### src/rtl/tlb_pair_lookup.sv
`timescale 1ns/1ps
module tlb_pair_lookup #(
  parameter int NUM_ENT = 16,
  parameter int ADDR_W  = 32,
  parameter int ASID_W  = 8,
  parameter int MIN_PG  = 12,
  localparam int IDX_W  = (NUM_ENT > 1) ? $clog2(NUM_ENT) : 1
) (
  input  logic              clk,
  input  logic              rst_n,
  input  logic              wr_en,
  input  logic [IDX_W-1:0]  wr_idx,
  input  logic [ADDR_W-1:0] wr_tag,
  input  logic [ASID_W-1:0] wr_asid,
  input  logic              wr_global,
  input  logic              wr_hinv,
  input  logic [ADDR_W-1:0] wr_pmask,
  input  logic [ADDR_W-1:0] wr_pfn_even,
  input  logic [3:0]        wr_flags_even,
  input  logic [ADDR_W-1:0] wr_pfn_odd,
  input  logic [3:0]        wr_flags_odd,
  input  logic              req_vld,
  input  logic [ADDR_W-1:0] req_va,
  input  logic [ASID_W-1:0] req_asid,
  input  logic [1:0]        req_kind,
  output logic              rsp_vld,
  output logic [ADDR_W-1:0] rsp_pa,
  output logic              rsp_wr_ok,
  output logic [2:0]        rsp_code
);
  localparam logic [ADDR_W-1:0] MIN_MASK = {{(ADDR_W-MIN_PG-1){1'b0}}, {(MIN_PG+1){1'b1}}};
  localparam int FL_V = 0, FL_D = 1, FL_RI = 2, FL_XI = 3;
  localparam logic [1:0] K_FETCH = 2'd0, K_STORE = 2'd2;
  localparam logic [2:0] C_OK = 3'd0, C_MISS = 3'd2, C_INV = 3'd3,
                         C_DIRTY = 3'd4, C_RI = 3'd5, C_XI = 3'd6;

  logic [ADDR_W-1:0] e_tag  [NUM_ENT];
  logic [ADDR_W-1:0] e_pmask[NUM_ENT];
  logic [ADDR_W-1:0] e_pfn0 [NUM_ENT];
  logic [ADDR_W-1:0] e_pfn1 [NUM_ENT];
  logic [ASID_W-1:0] e_asid [NUM_ENT];
  logic [3:0]        e_fl0  [NUM_ENT];
  logic [3:0]        e_fl1  [NUM_ENT];
  logic [NUM_ENT-1:0] e_glb, e_hinv;

  always_ff @(posedge clk) begin
    if (!rst_n) begin
      for (int i = 0; i < NUM_ENT; i++) begin
        e_tag[i]   <= '0;
        e_pmask[i] <= '0;
        e_pfn0[i]  <= '0;
        e_pfn1[i]  <= '0;
        e_asid[i]  <= '0;
        e_fl0[i]   <= '0;
        e_fl1[i]   <= '0;
      end
      e_glb  <= '0;
      e_hinv <= '1;
    end else if (wr_en) begin
      e_tag[wr_idx]   <= wr_tag;
      e_pmask[wr_idx] <= wr_pmask;
      e_pfn0[wr_idx]  <= wr_pfn_even;
      e_pfn1[wr_idx]  <= wr_pfn_odd;
      e_asid[wr_idx]  <= wr_asid;
      e_fl0[wr_idx]   <= wr_flags_even;
      e_fl1[wr_idx]   <= wr_flags_odd;
      e_glb[wr_idx]   <= wr_global;
      e_hinv[wr_idx]  <= wr_hinv;
    end
  end

  logic [NUM_ENT-1:0] hit, odd;
  logic [ADDR_W-1:0]  half_m [NUM_ENT];

  for (genvar g = 0; g < NUM_ENT; g++) begin : g_ent
    logic [ADDR_W-1:0] em;
    assign em        = e_pmask[g] | MIN_MASK;
    assign half_m[g] = em >> 1;
    assign hit[g]    = (e_glb[g] || e_asid[g] == req_asid) && !e_hinv[g] &&
                       ((e_tag[g] & ~em) == (req_va & ~em));
    assign odd[g]    = |(req_va & em & ~half_m[g]);
  end

  logic             found;
  logic [IDX_W-1:0] sel;

  always_comb begin
    found = 1'b0;
    sel   = '0;
    for (int i = NUM_ENT - 1; i >= 0; i--)
      if (hit[i]) begin
        found = 1'b1;
        sel   = i[IDX_W-1:0];
      end
  end

  logic [3:0]        s_fl;
  logic [ADDR_W-1:0] s_pa;
  logic [2:0]        n_code;

  assign s_fl = odd[sel] ? e_fl1[sel] : e_fl0[sel];
  assign s_pa = (odd[sel] ? e_pfn1[sel] : e_pfn0[sel]) | (req_va & half_m[sel]);

  always_comb begin
    if (!found)                                   n_code = C_MISS;
    else if (!s_fl[FL_V])                         n_code = C_INV;
    else if (req_kind == K_FETCH && s_fl[FL_XI])  n_code = C_XI;
    else if (req_kind != K_FETCH && req_kind != K_STORE && s_fl[FL_RI])
                                                  n_code = C_RI;
    else if (req_kind == K_STORE && !s_fl[FL_D])  n_code = C_DIRTY;
    else                                          n_code = C_OK;
  end

  always_ff @(posedge clk) begin
    if (!rst_n) begin
      rsp_vld   <= 1'b0;
      rsp_pa    <= '0;
      rsp_wr_ok <= 1'b0;
      rsp_code  <= '0;
    end else begin
      rsp_vld <= req_vld;
      if (req_vld) begin
        rsp_code  <= n_code;
        rsp_pa    <= (n_code == C_OK) ? s_pa : '0;
        rsp_wr_ok <= (n_code == C_OK) && s_fl[FL_D];
      end
    end
  end
endmodule

### config.mk
export PLATFORM = sky130hd
export DESIGN_NAME = tlb_pair_lookup
export DESIGN_NICKNAME = d
export VERILOG_FILES = /design/src/rtl/tlb_pair_lookup.sv
export SDC_FILE = /design/constraint.sdc
export NUM_CORES = 2
export LEC_CHECK = 0
export ABC_AREA = 1
export BUFFER_PORTS_ARGS = -buffer_cell sky130_fd_sc_hd__buf_2
export CAP_MARGIN = 20
export CORE_ASPECT_RATIO = 0.9
export CORE_MARGIN = 2
export CORE_UTILIZATION = 55
export DETAILED_ROUTE_END_ITERATION = 10
export HOLD_SLACK_MARGIN = 0.05
export PLACE_DENSITY_LB_ADDON = 0.08
export REMOVE_ABC_BUFFERS = 1
export SLEW_MARGIN = 20
export SYNTH_ARGS = -nofsm -noshare
export SYNTH_HDL_FRONTEND = slang
export SYNTH_SLANG_ARGS = --single-unit
export TNS_END_PERCENT = 20
### constraint.sdc
create_clock -name clk -period 3.8 [get_ports clk]
set_input_delay 0.19 -clock clk [delete_from_list [all_inputs] [get_ports clk]]
set_output_delay 0.19 -clock clk [all_outputs]
set_load 0.05 [all_outputs]
==> flow_summary.json <==
{
  "synth_seq_cells": 1957,
  "htree_levels": 4,
  "place.detailed.hpwl_um": 253000,
  "hold_ws_ns": 0.105,
  "rr_startpoint": "e_tag[4][23]$_SDFFCE_PN0P_",
  "clock_sinks": 1957,
  "reg2reg_setup_slack_ns": -0.54,
  "syn_inst": 9887,
  "critPathBufInv": 5,
  "reg2reg_depth": 26,
  "setup_viol": 36,
  "async_flop_share": 0,
  "startpoint": "e_tag[4][23]$_SDFFCE_PN0P_",
  "worst_pin_slew_ns": 1.27,
  "setup-tns-final_ns": -17.18,
  "cts_root_buf": "clkbuf_16",
  "yosys.area.top_type": "edfxtp_1",
  "path_max_fanout": 35,
  "cpLargestDelayFamily": "simple AND/OR/NAND/NOR gates",
  "ys_warn_count": 0,
  "core_area_sq_mm": 0.169,
  "cp_slowest_cell": "edfxtp_1",
  "cp-end-kind": "flop",
  "rsz0062_at_grt": "true",
  "start_util": 0.553,
  "min_path_cells": 3,
  "synth_edf_count": 1888,
  "yosysMostFrequentCell": "nor2_1",
  "fp.dieArea_sq_mm": 0.173,
  "cpMostUsedCell": "nand2_1",
  "synth_area_sq_mm": 0.0933,
  "nets": 11000,
  "worstSetupStartpointType": "flop",
  "endpoint": "rsp_pa[26]$_SDFFE_PN0P_",
  "post-route-period-util": 1.14,
  "seq_area_sq_mm": 0.0581,
  "fin_cells": 13300,
  "cap_viol_max_count": 0,
  "setup_ws_ns": -0.536,
  "dieWidth_um": 438,
  "drt_first_iter_violations": 14700,
  "nFillCells": 13000,
  "clk-insertion-delay-late_ns": 0.86,
  "crit_cells": 26,
  "netlist_top_cells_count": "nor2_1, edfxtp_1, nand2_1",
  "place_congestion": 1.06,
  "dieHeight_um": 395,
  "grt_overflow_total": 0,
  "max_stage_delay_ns": 0.38,
  "cts_tree": "yes",
  "wl_per_cell_um": 29.6,
  "multiInputGateArea_sq_mm": 0.0306,
  "path_class": "flop to flop",
  "syn_avg_cell_area_sq_um": 9.44,
  "ant_nets": 0,
  "clock_skew_ns": 0.0799,
  "critical_path_required_ns": 4.55,
  "violations": "negative setup slack",
  "cp_data_arrival_time_ns": 5.08,
  "yosysSeqAreaShare": 0.622,
  "vias": 82900,
  "powerDensity_mw_per_mm2": 440,
  "via_per_inst": 6.25,
  "ioPinCount": 233,
  "clockBufferDepth": 3,
  "dr.pass1.iters": 7,
  "min_path_type": "input port to flop",
  "fin_crit_ns": 4.34,
  "maxSlewViolCount": 0,
  "p_leak_nw": 46.9,
  "area_growth_pct": 22.6,
  "max_freq_mhz": 231,
  "grt_pass1_vias": 76800,
  "synth-main-ff-cell": "edfxtp_1",
  "vdd_drop_max_uv": 451,
  "status": "complete, but fails checks",
  "grt_max_degree": 85,
  "grt_usage": 0.444,
  "synth_cell_types": 58,
  "post-route-drc-count": 0,
  "io_buffers": 206,
  "rows": 143,
  "drive_gt1_frac": 0.180,
  "cts_inserted_buffers": 200,
  "max_slew_margin": 0.152,
  "grt_pass1_wl_um": 551000,
  "r2r_end": "rsp_pa[26]$_SDFFE_PN0P_",
  "routed_wl_um": 392000,
  "antenna_found_initial": 21,
  "path_clk_slew_ns": 0.06,
  "place_inst": 12700,
  "synth_top_area_frac": 0.607,
  "hold_viol_final": 0,
  "synth_area_leaders": "edfxtp_1, nor2_1, nand2_1"
}
-- state kept, by name (all words and copies together) (netlist names), 32 cells and up --
signal / count
e_tag: 304
e_pfn0: 512
rsp_pa: 32
e_pmask: 304
e_fl1: 64
e_pfn1: 512
e_asid: 128
e_fl0: 64
-- metal layers --
layer  GRT usage  part of all wire  up-vias
met1       0.643              0.38    39900
li1            -                 -    35200
met3       0.133              0.16     1106
met5           0           0.00023        -
met2       0.628              0.42     6734
met4       0.173             0.049       14
-- stage by stage --
| stage | setup slack (ns) | area (sq um) | util | power [mW] |
|---|---|---|---|---|
| after floorplan | -5.94 | 89900 | - | 27.7 |
| after CTS | -0.444 | 113000 | 0.670 | 49.9 |
| after global placement | -1.20 | 104000 | 0.615 | 30.4 |
| after detailed placement | -1.16 | 104000 | 0.615 | 30.4 |
| after global routing | -0.671 | 114000 | 0.678 | 51.3 |
| final | -0.536 | 114000 | 0.678 | 50.3 |
-- cells in the final DEF, fill, tap and decap left out, drive strengths merged, types with 14 or more instances in the layout --
cell	n
xnor2	144
edfxtp	1888
buf	1357
a2111oi	15
nand2	1738
nor4	26
a31oi	24
xor2	14
o21ai	493
nand4	32
bufinv	14
o22ai	49
clkinv	84
o211ai	95
or2	58
dfxtp	69
nor2	2289
nand3	892
clkbuf	281
o2111ai	35
inv	657
nand3b	34
nor3	110
dlygate4sd3	119
a21oi	400
-- kinds of logic after synthesis --
group,share of synthesized area
buffers and inverters,0.0635
and+or+nand+nor,0.227
xor gates and xnor gates,0.0148
DFF,0.622
AOI/OAI and AO/OA,0.0725
-- final cells by class --
| type | instances | area share |
|---|---|---|
| Inverter | 655 | 0.0228 |
| Timing Repair Buffer | 1491 | 0.121 |
| Multi-Input combinational cell | 6531 | 0.267 |
| Clock inverter | 101 | 0.00881 |
| Clock buffer | 269 | 0.0477 |
| Sequential cell | 1957 | 0.508 |
| Timing Repair inverter | 1 | 0.0000765 |
| Antenna cell | 7 | 0.000153 |
| Tap cell | 2247 | 0.0246 |
-- worst min path at each step --
stage | startpoint | endpoint
6_report | wr_pmask[22] | e_pmask[13][22]$_SDFFCE_PN0P_
4_1_cts | wr_pmask[22] | e_pmask[13][22]$_SDFFCE_PN0P_
3_5_place_dp | rsp_pa[10]$_SDFFE_PN0P_ | rsp_pa[10]$_SDFFE_PN0P_
2_1_floorplan | rst_n | e_hinv[0]$_SDFFE_PN1P_
5_1_grt | wr_pmask[22] | e_pmask[13][22]$_SDFFCE_PN0P_
3_3_place_gp | rsp_pa[3]$_SDFFE_PN0P_ | rsp_pa[3]$_SDFFE_PN0P_
-- tightest hold or removal path, cell delays in order --
cell    delay, ns
buf_2        0.08
inv_1        0.37
nor2_1       0.21
-- where the power goes --
group | total, mW | switching (mW) | internal (mW)
clock network | 19.8 | 8.79 | 11.0
registers | 25.4 | 0.474 | 24.9
logic | 5.11 | 3.49 | 1.62
-- timing repair --
action | CTS | global route
pin swaps | 51 | 119
hold buffers | 118 | 1
gates cloned | 19 | 12
gates resized for setup | 192 | 250
hold endpoints to repair | 1474 | 6
endpoints found under the setup margin | 36 | 36
buffers inserted | 39 | 36
No activity file was read; power rests on OpenSTA's default activity.
